File: src/rtl/ovf_pkg.sv
package ovf_pkg;
  localparam int OP_W   = 4;
  localparam int V_BIT  = 6;
  localparam int SR_W   = 8;

  typedef enum logic [OP_W-1:0] {
    OP_HOLD = 4'd0,
    OP_ADD  = 4'd1,
    OP_SUB  = 4'd2,
    OP_CLR  = 4'd3,
    OP_SETM = 4'd4,
    OP_RSTM = 4'd5,
    OP_TEST = 4'd6,
    OP_PULL = 4'd7,
    OP_RETI = 4'd8
  } ovf_op_e;
endpackage

File: src/rtl/ovf_arith.sv
module ovf_arith #(
  parameter int DW = 16,
  parameter int NW = 8
) (
  input  logic          sub_i,
  input  logic          wide_i,
  input  logic [DW-1:0] a_i,
  input  logic [DW-1:0] b_i,
  input  logic          cin_i,
  output logic          ovf_o
);
  localparam int N_WID = 2;
  logic [N_WID-1:0] ovf_w;

  for (genvar g = 0; g < N_WID; g++) begin : g_wid
    localparam int W = (g == 0) ? NW : DW;
    logic [W-1:0] a_s, b_s, sum_s;
    assign a_s   = a_i[W-1:0];
    // subtract: A + ~B + C
    assign b_s   = sub_i ? ~b_i[W-1:0] : b_i[W-1:0];
    assign sum_s = a_s + b_s + W'(cin_i);
    assign ovf_w[g] = (a_s[W-1] == b_s[W-1]) && (sum_s[W-1] != a_s[W-1]);
  end

  assign ovf_o = wide_i ? ovf_w[1] : ovf_w[0];
endmodule

File: src/rtl/ovf_next.sv
module ovf_next
  import ovf_pkg::*;
#(
  parameter int DW = 16,
  parameter int NW = 8
) (
  input  ovf_op_e         op_i,
  input  logic            wide_i,
  input  logic            cur_i,
  input  logic            arith_i,
  input  logic [DW-1:0]   mem_i,
  input  logic [SR_W-1:0] pulled_i,
  input  logic [SR_W-1:0] mask_i,
  output logic            nxt_o
);
  logic test_bit;
  // second-highest bit of the active width
  assign test_bit = wide_i ? mem_i[DW-2] : mem_i[NW-2];

  always_comb begin
    nxt_o = cur_i;
    unique case (op_i)
      OP_ADD, OP_SUB:  nxt_o = arith_i;
      OP_CLR:          nxt_o = 1'b0;
      OP_SETM:         nxt_o = cur_i | mask_i[V_BIT];
      OP_RSTM:         nxt_o = cur_i & ~mask_i[V_BIT];
      OP_TEST:         nxt_o = test_bit;
      OP_PULL, OP_RETI: nxt_o = pulled_i[V_BIT];
      default:         nxt_o = cur_i;
    endcase
  end
endmodule

File: src/rtl/ovf_reg.sv
module ovf_reg (
  input  logic clk_i,
  input  logic rst_ni,
  input  logic en_i,
  input  logic d_i,
  output logic q_o
);
  always_ff @(posedge clk_i or negedge rst_ni) begin
    if (!rst_ni)   q_o <= 1'b0;
    else if (en_i) q_o <= d_i;
  end
endmodule

File: src/rtl/ovf_flag_unit.sv
module ovf_flag_unit
  import ovf_pkg::*;
#(
  parameter int DW = 16,
  parameter int NW = 8
) (
  input  logic          clk_i,
  input  logic          rst_ni,
  input  logic          upd_i,
  input  logic [3:0]    op_i,
  input  logic          wide_i,
  input  logic [DW-1:0] opa_i,
  input  logic [DW-1:0] opb_i,
  input  logic          cin_i,
  input  logic [DW-1:0] mem_i,
  input  logic [7:0]    pulled_i,
  input  logic [7:0]    mask_i,
  output logic          ovf_o
);
  ovf_op_e op;
  logic    arith_ovf, nxt;

  assign op = ovf_op_e'(op_i);

  ovf_arith #(.DW(DW), .NW(NW)) u_arith (
    .sub_i (op == OP_SUB),
    .wide_i(wide_i),
    .a_i   (opa_i),
    .b_i   (opb_i),
    .cin_i (cin_i),
    .ovf_o (arith_ovf)
  );

  ovf_next #(.DW(DW), .NW(NW)) u_next (
    .op_i    (op),
    .wide_i  (wide_i),
    .cur_i   (ovf_o),
    .arith_i (arith_ovf),
    .mem_i   (mem_i),
    .pulled_i(pulled_i),
    .mask_i  (mask_i),
    .nxt_o   (nxt)
  );

  ovf_reg u_reg (
    .clk_i (clk_i),
    .rst_ni(rst_ni),
    .en_i  (upd_i),
    .d_i   (nxt),
    .q_o   (ovf_o)
  );

  p_hold_r2: assert property (@(posedge clk_i) disable iff (!rst_ni)
    (!upd_i || op_i == 4'd0 || op_i > 4'd8) |=> $stable(ovf_o));
  p_no_overflow_r3: assert property (@(posedge clk_i) disable iff (!rst_ni)
    (upd_i && op_i == 4'd1 && !wide_i && opa_i[NW-1] != opb_i[NW-1]) |=> !ovf_o);
  p_clear_r6: assert property (@(posedge clk_i) disable iff (!rst_ni)
    (upd_i && op_i == 4'd3) |=> !ovf_o);
  p_setm_r7: assert property (@(posedge clk_i) disable iff (!rst_ni)
    (upd_i && op_i == 4'd4 && mask_i[6]) |=> ovf_o);
  p_rstm_r8: assert property (@(posedge clk_i) disable iff (!rst_ni)
    (upd_i && op_i == 4'd5 && mask_i[6]) |=> !ovf_o);
  p_test_r9: assert property (@(posedge clk_i) disable iff (!rst_ni)
    (upd_i && op_i == 4'd6 && wide_i) |=> ovf_o == $past(mem_i[DW-2]));
  p_pull_r10: assert property (@(posedge clk_i) disable iff (!rst_ni)
    (upd_i && (op_i == 4'd7 || op_i == 4'd8)) |=> ovf_o == $past(pulled_i[6]));
endmodule

File: config.mk
export PLATFORM = sky130hd
export DESIGN_NAME = ovf_flag_unit
export DESIGN_NICKNAME = d
export VERILOG_FILES = /design/src/rtl/ovf_pkg.sv /design/src/rtl/ovf_arith.sv /design/src/rtl/ovf_next.sv /design/src/rtl/ovf_reg.sv /design/src/rtl/ovf_flag_unit.sv
export SDC_FILE = /design/constraint.sdc
export NUM_CORES = 1
export LEC_CHECK = 0
export ABC_CLOCK_PERIOD_IN_PS = 1400
export BUFFER_PORTS_ARGS = -buffer_cell sky130_fd_sc_hd__buf_2
export CORE_MARGIN = 10
export CORE_UTILIZATION = 30
export DETAILED_ROUTE_END_ITERATION = 16
export PLACE_DENSITY = 0.72
export SYNTH_ARGS = -nofsm -noshare
export SYNTH_HDL_FRONTEND = slang
export SYNTH_SLANG_ARGS = --single-unit
File: constraint.sdc
create_clock -name clk_i -period 1.4 [get_ports clk_i]
set_input_delay 0.14 -clock clk_i [delete_from_list [all_inputs] [get_ports clk_i]]
set_output_delay 0.14 -clock clk_i [all_outputs]
set_load 0.01 [all_outputs]
# Word-level counts from Yosys, hierarchy flattened
# Cells that the tools add are included.
# word_totals
out_inout_bits,1
in_bits,73
ff_bits,1
elab_cells,33
# op_classes
add_sub_neg,4
n_bitwise,5
eq_ne,12
muxes,5
reduce_logical,6
# op_table
op,count
adder 16 x 1 -> 16 bit,1
adder 16 bit,1
"equality test 4 x 3 -> 1 bit, second input constant",4
two-way mux 16 bit,1
inverter 16 bit,1
adder 8 x 1 -> 8 bit,1
adder 8 bit,1
"equality test 4 x 2 -> 1 bit, second input constant",2
two-way mux 8 bit,1
inverter 8 bit,1
one-hot mux 1 bit (6 select lines),1
nonzero test 6 bit,1
"equality test 4 x 1 -> 1 bit, second input constant",1
"equality test 4 bit, second input constant",1
OR reduction 2 bit,2
equality test 1 bit,2
logical AND 1 bit,2
two-way mux 1 bit,2
!= test 1 bit,2
AND reduction 2 bit,1
AND 1 bit,1
inverter 1 bit,1
OR 1 bit,1

# Logic depth before layout (Yosys ltp)
# depth
ltp_word,8
ltp_mapped,11
mapped_depth_nobuf,9

# By module
# From an unflattened synthesis, not the netlist that was laid out.
# hier_totals
hier_cells,83
area_unflattened_um2,703.2
# modules_own_cells
module,n_inst,seq_area_each_um2,cells_each,area_each_um2
ovf_arith,1,0.0,63,528.0
ovf_next,1,0.0,17,120.1
ovf_reg,1,25.0,2,40.0
ovf_flag_unit,1,0.0,1,15.0

# Worst setup path before layout
# Ideal clock, no wire load.
# synth_path
kind,input port to flip-flop
from,in op_i[0]
to,reg u_reg.q_o
required_time_ps,1266
setup_ps,134
setup_slack_ps,-927
arrival_time_ps,2193
path_buffers,2
path_stages,11
cell_sequence,nor4b_2 > buf_4 > buf_2 > xor2_1 > ha_1 > a21oi_1 > o21ai_0 > a221o_1 > o31a_1 > o21ai_1 > a21oi_1
# synth_between
elab_chain_cells,8
elab_cells_between_ends,26
classes_between,add/sub (4); eq/ne (12); mux (4); reduce/logical (6)
# synth_lines
element,line_no,source
"start, declared",ovf_flag_unit.sv:10,"input logic [3:0] op_i,"
equality test 4 x 2 -> 1 bit,"ovf_next.sv:22, ovf_flag_unit.sv:26",
two-way mux 16 bit or two-way mux 8 bit (tied branches),ovf_arith.sv:20,assign b_s = sub_i ? ~b_i[W-1:0] : b_i[W-1:0];
adder 16 bit or adder 8 bit (tied branches),ovf_arith.sv:21,assign sum_s = a_s + b_s + W'(cin_i);
adder 16 x 1 -> 16 bit or adder 8 x 1 -> 8 bit (tied branches),ovf_arith.sv:21,
!= test 1 bit,ovf_arith.sv:22,assign ovf_w[g] = (a_s[W-1] == b_s[W-1]) && (sum_s[W-1] != a_s[W-1]);
logical AND 1 bit,ovf_arith.sv:22,
two-way mux 1 bit,ovf_arith.sv:25,assign ovf_o = wide_i ? ovf_w[1] : ovf_w[0];
one-hot mux 1 bit (6 select lines),ovf_next.sv:22,unique case (op_i)
"end signal, assigned",ovf_reg.sv:10,else if (en_i) q_o <= d_i;
"end, declared",ovf_reg.sv:6,output logic q_o
# Several ways; a longest one is shown, not always the timed one.
# A chain may end at the register's enable or synchronous reset.

# Worst setup path after layout
# layout_path
from,in op_i[2]
to,reg u_reg.q_o
# The elaborated chain is that of the path after synthesis.

==> impl_metrics.env <==
export IMPL_die_w_um=67.28
export IMPL_drtPass1Iterations=3
export IMPL_start_util_pct=30.91
export IMPL_synth_top_family_by_area="adder cells"
export IMPL_syn_inst=85
export IMPL_drc=0
export IMPL_syn_area_um2=670.6
export IMPL_start_kind="input pin"
export IMPL_switchingPower_mw=0.1590
export IMPL_placedCellCount=167
export IMPL_p_int_mw=0.2197
export IMPL_skew_ns=0
export IMPL_drive_above_1_share_pct=46.26
export IMPL_core_um2=2170
export IMPL_p_per_area_nw_per_um2=336.7
export IMPL_p_clk_share_pct=0
export IMPL_power_mw=0.3787
export IMPL_ys_seq_area_share_pct=3.731
export IMPL_grt_setup_unrepaired="yes"
export IMPL_crit_buf_inv=3
export IMPL_syn2layout_area_growth_pct=67.72
export IMPL_cp_required_ns=1.27
export IMPL_worstMarginPinSlew_ns=0.2643
export IMPL_synth_compound_area_share_pct=20.34
export IMPL_die_height_um=67.28
export IMPL_synth_xor_area_share_pct=24.63
export IMPL_via_per_inst=4.817
export IMPL_slew_headroom_pct=82.34
export IMPL_critPathSlowestCell="a221o_1"
export IMPL_syn_num_nets=173
export IMPL_min_period_ns=2.415
export IMPL_slew_violations=0
export IMPL_reg_top3="u_reg.q_o x1"
export IMPL_final_period_utilization_pct=172.5
export IMPL_ys_warn_count=0
export IMPL_outcome="complete, but fails checks"
export IMPL_synth_seq_cells=1
export IMPL_syn_mean_instance_area_um2=7.890
export IMPL_floorplan_rows=17
export IMPL_routed_wl_mm=2.248
export IMPL_cap_violations=0
export IMPL_largest_register_ffs=1
export IMPL_die_area_um2=4527
export IMPL_finalSetupViolCount=1
export IMPL_port_buffer_count=45
export IMPL_ir_drop_v=0.0001906
export IMPL_detail_route_wl_per_cell_um=12.85
export IMPL_drt_initial_drc_count=21
export IMPL_grt_pass1_vias=764
export IMPL_largest_register="u_reg.q_o"
export IMPL_clk_pin_slew_ns=0
export IMPL_p_seq_share_pct=11.6
export IMPL_fin_cells=175
export IMPL_path_cells="buf_6 -> nor4b_4 -> buf_4 -> clkbuf_16 -> xor2_1 -> ha_1 -> a21oi_1 -> nand2_1 -> a221o_1 -> o31a_1 -> o21ai_1 -> a21oi_1"
export IMPL_synthMuxAreaShare_pct=1.493
export IMPL_violations="negative setup slack"
export IMPL_grt_max_degree=17
export IMPL_critPathMaxStageDelay_ns=0.38
export IMPL_hold_violations=0
export IMPL_synthDistinctLibCells=28
export IMPL_setup_ws_ns=-1.015
export IMPL_grt_usage_pct=7.956
export IMPL_insertion_delay_ns=0
export IMPL_hold_path_class="input pin to asynchronous set/reset pin"
export IMPL_final_nets=237
export IMPL_fmax_mhz=414.0
export IMPL_antenna_violating_nets_post_route=0
export IMPL_p_sw_share_pct=41.98
export IMPL_dr_total_vias=843
export IMPL_diodes=0
export IMPL_path_class="input pin to flip-flop"
export IMPL_antenna_found_initial=0
export IMPL_grt_pass1_wl_mm=3.049
export IMPL_cp_num_cells=12
export IMPL_leakage_nw=0.6117
export IMPL_pwr_share_comb_pct=88.4
export IMPL_synthAdderAreaFrac_pct=27.99
export IMPL_crit_family="compound AO/OA/AOI/OAI gates"
export IMPL_gp_congestion=0.7763
export IMPL_dp_hpwl_mm=1.875
export IMPL_crit_path_frequent_cell="a21oi_1"
export IMPL_synthSimpleGateAreaFrac_pct=19.96
export IMPL_r2r_cells=6
export IMPL_io_pins=74
export IMPL_worstPathArrival_ns=2.28
export IMPL_setup_worst_path_end_class="flip-flop"
export IMPL_crit_fanout=7
export IMPL_overflow=0
==> stage by stage <==
stage | instance area, um^2 | setup slack [ns] | utilization [%] | hold WS [ns] | TNS, ns
floorplan | 680.7 | -0.8116 | - | -0.1556 | -0.8116
global placement | 1022 | -0.9497 | 47.12 | -0.07728 | -0.9497
detailed placement | 1022 | -0.9692 | 47.12 | -0.07693 | -0.9692
CTS | 1054 | -0.9209 | 48.56 | 0.4568 | -0.9209
global route | 1125 | -1.122 | 51.85 | 0.4699 | -1.122
finish | 1125 | -1.015 | 51.85 | 0.4553 | -1.015
==> cell type report <==
cell class | instances | area, um^2
Fill cell | 208 | 1045
Multi-Input combinational cell | 82 | 651.9
Timing Repair Buffer | 64 | 412.9
Tap cell | 28 | 35.03
Sequential cell | 1 | 25.02
==> cell usage in the layout, fill, tap and decap left out, types with 2 or more instances in the layout <==
cell,count
a21oi_1,10
buf_4,16
buf_2,43
xnor2_1,2
buf_6,2
xor2_1,15
o21ai_1,3
ha_1,15
nand2_1,10
nor2_1,4
nand4_1,3
o21ai_0,3
==> timing repair <==
item,4_1_cts,5_1_grt
endpoints found under the hold margin,1,0
cloned,0,1
hold buffers,1,0
pin swaps,1,4
resized for setup,3,3
setup buffers,1,5
setup endpoints to repair,1,1
==> routing by layer <==
metal / up-vias / share of wire (%) / global-route usage, %
met4: 0 / 0 / 0
li1: 437 / - / -
met5: - / 0 / 0
met2: 29 / 47 / 14.10
met1: 377 / 42 / 9.471
met3: 0 / 10 / 2.975
==> Yosys cell counts <==
master	instances	area share, %
ha_1	15	28
xor2_1	15	20
a21oi_1	11	8.2
nand2_1	10	5.6
o21ai_0	5	3.7
nor2_1	4	2.2
nand4_1	3	2.8
xnor2_1	2	2.6
a2111oi_0	1	1.3
a211oi_1	1	1.1
a21o_1	1	1.1
a221o_1	1	1.5
a221oi_1	1	1.3
and3_1	1	0.93
buf_2	1	0.75
buf_4	1	1.1
dfrtp_1	1	3.7
mux2i_1	1	1.5
nand2b_1	1	0.93
nand3_1	1	0.75
nor2b_1	1	0.93
nor3_1	1	0.75
nor4_2	1	1.9
nor4b_2	1	2.2
o21ai_1	1	0.75
o31a_1	1	1.3
or3_1	1	0.93
xor2_2	1	2.4
==> power by group through the flow <==
stage	Clock, mW	Combinational [mW]	Sequential, mW
floorplan	0	0.161	0.0448
global placement	0	0.299	0.0436
detailed placement	0	0.311	0.0438
CTS	0	0.320	0.0439
global route	0	0.376	0.0452
finish	0	0.335	0.0441
==> cell families (layout without fill, tap and decap cells) <==
| kind of cell | count (synthesis) | after routing |
|---|---|---|
| flip-flops | 1 | 1 |
| adder cells (fa/ha/maj) | 15 | 15 |
| AO/OA/AOI/OAI | 23 | 23 |
| XOR/XNOR | 18 | 18 |
| multiplexers | 1 | 1 |
| buffers and inverters | 2 | 64 |
| AND/OR/NAND/NOR | 25 | 25 |
==> worst paths after layout <==
kind                            startpoint   endpoint  slack [ns]
min in group clk_i                  wide_i  u_reg.q_o        0.46
worst max-delay path               op_i[2]  u_reg.q_o       -1.02
worst min-delay path                rst_ni  u_reg.q_o        0.46
worst min register to register   u_reg.q_o  u_reg.q_o        0.65
worst max register to register   u_reg.q_o  u_reg.q_o        0.19
max in group asynchronous           rst_ni  u_reg.q_o        0.85
Power figures use the tool's default switching activity.
